## src/rtl/srr_pkg.sv

```systemverilog
package srr_pkg;

    localparam int SRR_BA_W  = 3;
    localparam int SRR_SA_W  = 7;
    localparam int SRR_MAX_SR = 8;

    typedef enum logic {
        SRR_STATIC  = 1'b0,
        SRR_DYNAMIC = 1'b1
    } srr_mode_e;

    typedef struct packed {
        logic                valid;
        logic [SRR_BA_W-1:0] id;
    } srr_pick_t;

    // Lowest set bit of an up-to-eight-wide vector.
    function automatic srr_pick_t srr_lowest(input logic [SRR_MAX_SR-1:0] vec);
        srr_pick_t p;
        p.valid = 1'b0;
        p.id    = '0;
        for (int i = SRR_MAX_SR - 1; i >= 0; i--) begin
            if (vec[i]) begin
                p.valid = 1'b1;
                p.id    = SRR_BA_W'(i);
            end
        end
        return p;
    endfunction

endpackage

```

## src/rtl/srr_interval_timer.sv

```systemverilog
module srr_interval_timer #(
    parameter int TREFI  = 3120,
    parameter int NUM_SA = 128,
    localparam int TW    = $clog2(TREFI)
) (
    input  logic                         clk,
    input  logic                         rst,
    output logic [TW-1:0]                phase,
    output logic                         rollover,
    output logic [srr_pkg::SRR_SA_W-1:0] sa_index
);
    import srr_pkg::*;

    localparam logic [TW-1:0]       LAST_PHASE = TW'(TREFI - 1);
    localparam logic [SRR_SA_W-1:0] LAST_SA    = SRR_SA_W'(NUM_SA - 1);

    assign rollover = (phase == LAST_PHASE);

    always_ff @(posedge clk) begin
        if (rst) begin
            phase    <= '0;
            sa_index <= '0;
        end else if (rollover) begin
            phase    <= '0;
            sa_index <= (sa_index == LAST_SA) ? '0 : sa_index + 1'b1;
        end else begin
            phase    <= phase + 1'b1;
        end
    end

endmodule

```

## src/rtl/srr_candidate_sel.sv

```systemverilog
module srr_candidate_sel #(
    parameter int NUM_SR       = 4,
    parameter int QCNT_W       = 6,
    parameter int TREFI        = 3120,
    parameter int IDLE_THRESH  = 2,
    parameter int FORCE_MARGIN = 200,
    localparam int TW          = $clog2(TREFI)
) (
    input  logic [TW-1:0]            phase,
    input  srr_pkg::srr_mode_e       mode,
    input  logic [NUM_SR*QCNT_W-1:0] q_count,
    input  logic [NUM_SR-1:0]        done_mask,
    output srr_pkg::srr_pick_t       pick
);
    import srr_pkg::*;

    localparam int            SLOT      = TREFI / NUM_SR;
    localparam logic [TW-1:0] FORCE_AT  = TW'(TREFI - FORCE_MARGIN);
    localparam logic [QCNT_W-1:0] THR   = QCNT_W'(IDLE_THRESH);

    logic                  in_force;
    logic [NUM_SR-1:0]     force_vec;
    logic [NUM_SR-1:0]     opp_vec;

    assign in_force = (phase >= FORCE_AT);

    for (genvar i = 0; i < NUM_SR; i++) begin : g_sr
        localparam logic [TW-1:0] SLOT_START = TW'(i * SLOT);
        logic undone;
        logic idle;
        logic slot_open;
        assign undone    = ~done_mask[i];
        assign idle      = (q_count[i*QCNT_W +: QCNT_W] <= THR);
        assign slot_open = (phase >= SLOT_START);
        assign force_vec[i] = undone & in_force;
        assign opp_vec[i]   = undone & ((mode == SRR_DYNAMIC) ? idle : slot_open);
    end

    srr_pick_t force_pick;
    srr_pick_t opp_pick;

    always_comb begin
        force_pick = srr_lowest(SRR_MAX_SR'(force_vec));
        opp_pick   = srr_lowest(SRR_MAX_SR'(opp_vec));
        pick       = force_pick.valid ? force_pick : opp_pick;
    end

endmodule

```

## src/rtl/srr_issue.sv

```systemverilog
module srr_issue #(
    parameter int NUM_SR = 4
) (
    input  logic                         clk,
    input  logic                         rst,
    input  logic                         rollover,
    input  srr_pkg::srr_pick_t           pick,
    input  logic                         ack,
    output logic                         req,
    output logic [srr_pkg::SRR_BA_W-1:0] ba,
    output logic [NUM_SR-1:0]            done_mask
);
    import srr_pkg::*;

    always_ff @(posedge clk) begin
        if (rst) begin
            req       <= 1'b0;
            ba        <= '0;
            done_mask <= '0;
        end else begin
            if (req && ack) begin
                req <= 1'b0;
                for (int i = 0; i < NUM_SR; i++) begin
                    if (ba == SRR_BA_W'(i)) done_mask[i] <= 1'b1;
                end
            end else if (!req && pick.valid) begin
                req <= 1'b1;
                ba  <= pick.id;
            end
            if (rollover) done_mask <= '0;
        end
    end

endmodule

```

## src/rtl/subrank_refresh_sched.sv

```systemverilog
module subrank_refresh_sched #(
    parameter int NUM_SR       = 4,
    parameter int QCNT_W       = 6,
    parameter int TREFI        = 3120,
    parameter int IDLE_THRESH  = 2,
    parameter int FORCE_MARGIN = 200,
    parameter int NUM_SA       = 128
) (
    input  logic                       clk,
    input  logic                       rst,
    input  logic                       mode_dyn,
    input  logic [NUM_SR*QCNT_W-1:0]   q_count,
    input  logic                       ref_ack,
    output logic                       ref_req,
    output logic [2:0]                 ref_ba,
    output logic [6:0]                 sa_index
);
    import srr_pkg::*;

    localparam int TW = $clog2(TREFI);

    logic [TW-1:0]     phase;
    logic              rollover;
    logic [NUM_SR-1:0] done_mask;
    srr_pick_t         pick;
    srr_mode_e         mode;

    assign mode = srr_mode_e'(mode_dyn);

    srr_interval_timer #(
        .TREFI (TREFI),
        .NUM_SA(NUM_SA)
    ) u_timer (
        .clk     (clk),
        .rst     (rst),
        .phase   (phase),
        .rollover(rollover),
        .sa_index(sa_index)
    );

    srr_candidate_sel #(
        .NUM_SR      (NUM_SR),
        .QCNT_W      (QCNT_W),
        .TREFI       (TREFI),
        .IDLE_THRESH (IDLE_THRESH),
        .FORCE_MARGIN(FORCE_MARGIN)
    ) u_sel (
        .phase    (phase),
        .mode     (mode),
        .q_count  (q_count),
        .done_mask(done_mask),
        .pick     (pick)
    );

    srr_issue #(
        .NUM_SR(NUM_SR)
    ) u_issue (
        .clk      (clk),
        .rst      (rst),
        .rollover (rollover),
        .pick     (pick),
        .ack      (ref_ack),
        .req      (ref_req),
        .ba       (ref_ba),
        .done_mask(done_mask)
    );

endmodule

```

## config.mk

```make
export PLATFORM = sky130hd
export DESIGN_NAME = subrank_refresh_sched
export DESIGN_NICKNAME = d
export VERILOG_FILES = /design/src/rtl/srr_pkg.sv /design/src/rtl/srr_interval_timer.sv /design/src/rtl/srr_candidate_sel.sv /design/src/rtl/srr_issue.sv /design/src/rtl/subrank_refresh_sched.sv
export SDC_FILE = /design/constraint.sdc
export NUM_CORES = 1
export LEC_CHECK = 0
export BUFFER_PORTS_ARGS = -buffer_cell sky130_fd_sc_hd__buf_2
export CAP_MARGIN = 20
export CORE_MARGIN = 2
export CORE_UTILIZATION = 30
export CTS_CLUSTER_DIAMETER = 200
export DETAILED_ROUTE_END_ITERATION = 8
export SYNTH_ARGS = -nofsm -noshare
export SYNTH_HDL_FRONTEND = slang
export SYNTH_SLANG_ARGS = --single-unit
```

## constraint.sdc

```tcl
create_clock -name clk -period 2.1 [get_ports clk]
set_clock_uncertainty 0.1 [all_clocks]
set_input_delay 0.21 -clock clk [delete_from_list [all_inputs] [get_ports clk]]
set_output_delay 0.21 -clock clk [all_outputs]
set_load 0.02 [all_outputs]
```

# ---- After elaboration in Yosys (flattened, before gate mapping)
# Cells that the tools add are included.
dict set report totals {
  register_bits 27
  latchBits 0
  ram_bits 0
  mem_bits_ro 0
  input_bits 28
  out_inout_bits 11
  word_cells 62
  n_memories 0
}
dict set report classes {
  addsub 2
  multipliers 0
  div 0
  n_lt_le_gt_ge 9
  n_eq_ne 5
  shift 0
  n_mux 14
  n_bitwise 13
  n_reduce_logical 11
}
# op count
set op_table {}
lappend op_table {{2-to-1 mux 4 bit} 9}
lappend op_table {{>= comparator 12 bit (second input constant)} 2}
lappend op_table {{<= comparator 6 x 2 -> 1 bit (second input constant)} 4}
lappend op_table {{adder 12 x 1 -> 12 bit (second input constant)} 1}
lappend op_table {{== test 12 bit (second input constant)} 1}
lappend op_table {{>= comparator 12 x 1 -> 1 bit (second input constant)} 1}
lappend op_table {{>= comparator 12 x 10 -> 1 bit (second input constant)} 1}
lappend op_table {{>= comparator 12 x 11 -> 1 bit (second input constant)} 1}
lappend op_table {{AND reduction 2 bit} 5}
lappend op_table {{bitwise AND 1 bit} 8}
lappend op_table {{adder 7 x 1 -> 7 bit (second input constant)} 1}
lappend op_table {{== test 7 bit (second input constant)} 1}
lappend op_table {{2-to-1 mux 7 bit} 1}
lappend op_table {{== test 3 x 2 -> 1 bit (second input constant)} 2}
lappend op_table {{inverter 1 bit} 5}
lappend op_table {{2-to-1 mux 1 bit} 4}
lappend op_table {{OR reduction 2 bit} 2}
lappend op_table {{== test 3 x 1 -> 1 bit (second input constant)} 1}
lappend op_table {{zero test 3 bit} 1}
lappend op_table {{logical AND 1 bit} 2}
lappend op_table {{zero test 1 bit} 1}

# ---- Logic depth before layout (Yosys ltp)
dict set report logic_depth {
  ltp_word 10
  ltp_mapped 8
  ltp_nobuf 6
}

# ---- Hierarchy
# Synthesis repeated with hierarchy kept, for this count alone.
dict set report unflattened {
  hier_cells 174
  hier_area_um2 1466.4
}
# module instances cells_each area_per_inst_um2 seq_area_each_um2
set modules_own_cells {}
lappend modules_own_cells {srr_interval_timer 1 98 854.6 380.4}
lappend modules_own_cells {srr_candidate_sel 1 47 319.1 0.0}
lappend modules_own_cells {srr_issue 1 29 292.8 160.2}

# ---- Worst setup path after synthesis
# No wires, ideal clock.
dict set report synth_path {
  path_kind {register -> register}
  from {register u_timer.phase[0]}
  to {register u_timer.sa_index[5] in the netlist's numbering}
  setup_time_ns 0.070
  arrival_time_ns 1.656
  required_ns 1.930
  setup_slack_ns 0.274
  stages_incl_launch_ff 7
  n_path_buf 0
  period_less_slack_ns 1.826
  path_cell_list {dfxtp_1 ha_1 nand3_1 nor3_4 nand4_1 or3_1 a21oi_1}
}
dict set report synth_between {
  elab_chain_cells 1
}
# element line
set synth_rtl {}
lappend synth_rtl {{start: declaration} srr_interval_timer.sv:8} ;# output logic [TW-1:0] phase,
lappend synth_rtl {{start signal: assignment} srr_interval_timer.sv:27} ;# phase <= phase + 1'b1;
lappend synth_rtl {{== test 12 bit} srr_interval_timer.sv:17} ;# assign rollover = (phase == LAST_PHASE);
lappend synth_rtl {{end signal: assignment} srr_interval_timer.sv:25} ;# sa_index <= (sa_index == LAST_SA) ? '0 : sa_index + 1'b1;
lappend synth_rtl {{end: declaration} srr_interval_timer.sv:10} ;# output logic [srr_pkg::SRR_SA_W-1:0] sa_index
# Every way passes these cells.
# A chain may end at the register's enable or synchronous reset.

# ---- Worst setup path after layout
dict set report layout_path {
  from {register u_timer.phase[8]}
  to {register u_issue.ba[1] in the netlist's numbering}
}
dict set report layout_between {
  elab_chain_cells 10
  word_cells_on_any_way 28
  cone_classes {order compare: 5; mux: 13; bitwise: 8; reduce/logical: 2}
}
# element line
set layout_rtl {}
lappend layout_rtl {{>= comparator 12 bit} srr_candidate_sel.sv:34} ;# assign slot_open = (phase >= SLOT_START);
lappend layout_rtl {{2-to-1 mux 1 bit} srr_candidate_sel.sv:36} ;# assign opp_vec[i] = undone & ((mode == SRR_DYNAMIC) ? idle : slot_open);
lappend layout_rtl {{bitwise AND 1 bit} srr_candidate_sel.sv:36}
lappend layout_rtl {{2-to-1 mux 4 bit (4 in a row)} srr_pkg.sv:23} ;# if (vec[i]) begin
lappend layout_rtl {{2-to-1 mux 4 bit (*)} srr_candidate_sel.sv:45} ;# pick = force_pick.valid ? force_pick : opp_pick;
lappend layout_rtl {{logical AND 1 bit} srr_issue.sv:26} ;# end else if (!req && pick.valid) begin
lappend layout_rtl {{AND reduction 2 bit (no line)} --}
lappend layout_rtl {{end signal: assignment} srr_issue.sv:28} ;# ba <= pick.id;
lappend layout_rtl {{end: declaration} srr_issue.sv:10} ;# output logic [srr_pkg::SRR_BA_W-1:0] ba,
# Every way passes the cells marked *; elsewhere a longest branch is shown, timed or not.

==> flow_metrics.env <==
export IMPL_status="finished clean"
export IMPL_internal_power_mw=0.719
export IMPL_p_switching_mw=0.219
export IMPL_cts_tree="yes"
export IMPL_ys_types=47
export IMPL_preCtsSetupSlack_ns=0.187
export IMPL_critPathTopFamily="compound AO/OA/AOI/OAI gates"
export IMPL_place_congestion=0.787
export IMPL_hpwlAfterDp_um=2280
export IMPL_grt_pass1_vias=1120
export IMPL_critical_path_class="reg -> reg"
export IMPL_max_freq_ghz=0.537
export IMPL_n_antenna_cell=0
export IMPL_cts_buffers=3
export IMPL_critPathLaunchType="flop"
export IMPL_cp_data_arrival_time_ns=1.98
export IMPL_worstPathCellList="nor4_1, a21oi_1, o311ai_2, nand4_2, a211oi_1, a31o_1"
export IMPL_die_w_um=72.1
export IMPL_maxCapViolCount=0
export IMPL_grt_setup_unrepaired="no"
export IMPL_die_y_um=72.1
export IMPL_num_io_pins=39
export IMPL_swShare=0.233
export IMPL_syn_inst=172
export IMPL_clk_pin_slew_ns=0.09
export IMPL_path_buf_inv=0
export IMPL_cp_slowest_stage_delay_ns=0.39
export IMPL_htreeDepth=1
export IMPL_p_clk_frac=0.340
export IMPL_cts_sinks=26
export IMPL_vias=1270
export IMPL_combinationalPowerShare=0.105
export IMPL_drtIter0Drc=40
export IMPL_wl_per_cell_um=11.2
export IMPL_initial_core_util=0.315
export IMPL_hold_buffers=0
export IMPL_postRouteAntennaNets=0
export IMPL_critPathSlowestCell="dfxtp_1"
export IMPL_period_needed_ns=1.86
export IMPL_postLayoutSetupSlackWorst_ns=0.239
export IMPL_finalCritPeriodShare=0.886
export IMPL_ys_seq_area_frac=0.374
export IMPL_end_kind="flop"
export IMPL_maxSlewViolCount=0
export IMPL_seq_power_share=0.556
export IMPL_finalWirelength_um=2900
export IMPL_synth_warnings=0
export IMPL_grt_ovfl_total=0
export IMPL_synth_seq_cells=26
export IMPL_utilization=0.380
export IMPL_final_common_cell="buf_2"
export IMPL_min_delay_path_class="in -> reg"
export IMPL_io_buffers=37
export IMPL_grt_usage=0.114
export IMPL_power_mw=0.938
export IMPL_cts_root_buf="clkbuf_8"
export IMPL_setup_violations=0
export IMPL_cp_required_ns=2.22
export IMPL_antenna_found_initial=0
export IMPL_viasPerCell=4.90
export IMPL_grt_start_max_net_pins=15
export IMPL_drt_pass1_iterations=4
export IMPL_die_area_sq_um=5200
export IMPL_async_flop_share=0
export IMPL_rows=24
export IMPL_synth_enable_flop_cells=0
export IMPL_synthFlopType="dfxtp_1"
export IMPL_hold_viol=0
export IMPL_final_cell_mix="37 x buf_2, 30 x nor2_1, 26 x dfxtp_1, 17 x nand2_1"
export IMPL_netlist_area_sq_um=1390
export IMPL_crit_path_max_fanout=8
export IMPL_drc=0
export IMPL_grt_pass1_wl_um=4910
export IMPL_clk_latency_ns=0.26
export IMPL_fin_hold_ws_ns=0.159
export IMPL_syn_area_per_cell_sq_um=8.10
export IMPL_layout_drive_gt1_share=0.256
export IMPL_fin_nets=239
export IMPL_core_area_sq_um=4410
export IMPL_power_density_nw_per_um2=559
export IMPL_synth_nets=203
export IMPL_peakVddDrop_mv=0.306
export IMPL_tns_ns=0
export IMPL_total_leakage_power_nw=0.680
export IMPL_area_growth_pct=20.6
export IMPL_clockBufferDepth=2
==> flip-flops by register name (all words and copies together) (netlist names) <==
| register | cells |
|---|---|
| u_timer.phase | 12 |
| u_timer.sa_index | 7 |
| u_issue.done_mask | 4 |
| u_issue.req | 1 |
| u_issue.ba | 2 |
==> worst paths after layout <==
kind                          endpoint  slack, ns  depth (start not counted)        startpoint
setup / recovery         u_issue.ba[1]       0.24                          6  u_timer.phase[8]
hold / removal    u_issue.done_mask[3]       0.16                          3           ref_ack
setup reg to reg         u_issue.ba[1]       0.24                          6  u_timer.phase[8]
hold reg to reg       u_timer.phase[0]       0.37                          1  u_timer.phase[0]
==> power groups by stage <==
stage / logic, mW / clock network (mW) / registers [mW]
floorplan: 0.0563 / 0 / 0.535
global placement: 0.0963 / 0 / 0.533
detailed placement: 0.0977 / 0 / 0.533
CTS: 0.0979 / 0.330 / 0.521
global route: 0.111 / 0.354 / 0.524
finish: 0.0980 / 0.318 / 0.521
==> metal layers <==
layer,share of wire,GRT usage
met1,0.46,0.148
met2,0.50,0.195
met3,0.024,0.0292
met4,0.0062,0.0189
met5,0,0
==> kinds of logic after synthesis <==
group / synth area share
compound gates: 0.163
xor+xnor: 0.0881
fa+ha+maj: 0.0270
buf+inv: 0.0539
flops: 0.374
mux: 0.00719
other cells: 0.00269
simple gates: 0.285
==> repair_timing <==
| item | 4_1_cts | 5_1_grt |
|---|---|---|
| endpoints found under the hold margin | 0 | 0 |
| gates resized for setup | 0 | 2 |
| setup buffers | 0 | 0 |
| setup endpoints to repair | 0 | 2 |
==> stage by stage <==
step / instance area [sq um] / instances
final: 1680 / 259
after floorplan: 1390 / 172
after CTS: 1670 / 259
after global placement: 1620 / 255
after detailed placement: 1620 / 255
after global routing: 1680 / 259
==> synth_stat cells (2+ instances only) <==
master / instances / area [sq um]
nor3_1: 4 / 20.0
a21o_1: 2 / 15.0
nand3_1: 5 / 25.0
clkbuf_2: 2 / 10.0
nor4_1: 3 / 18.8
a211oi_1: 3 / 22.5
ha_1: 3 / 37.5
xor2_1: 7 / 61.3
nand2_1: 17 / 63.8
xnor2_1: 7 / 61.3
dfxtp_1: 26 / 521
o21ai_0: 7 / 35.0
nor2_1: 30 / 113
nand4_1: 6 / 37.5
buf_2: 4 / 20.0
or3_1: 3 / 18.8
a21oi_1: 7 / 35.0
inv_1: 7 / 26.3
==> area by class of cell <==
class / instances / area, sq um
tap: 52 / 65.1
timing repair buffer: 40 / 208
multi-input combinational: 130 / 805
sequential: 26 / 520
clock buffer: 4 / 55.1
inverter: 7 / 26.3
fill: 481 / 2740
==> tightest hold or removal path, cell delays in order <==
cell and delay (ns):
buf_2 0.09, a41oi_1 0.11, nor2_1 0.08
Note: power is estimated with default switching activity, not from simulation.
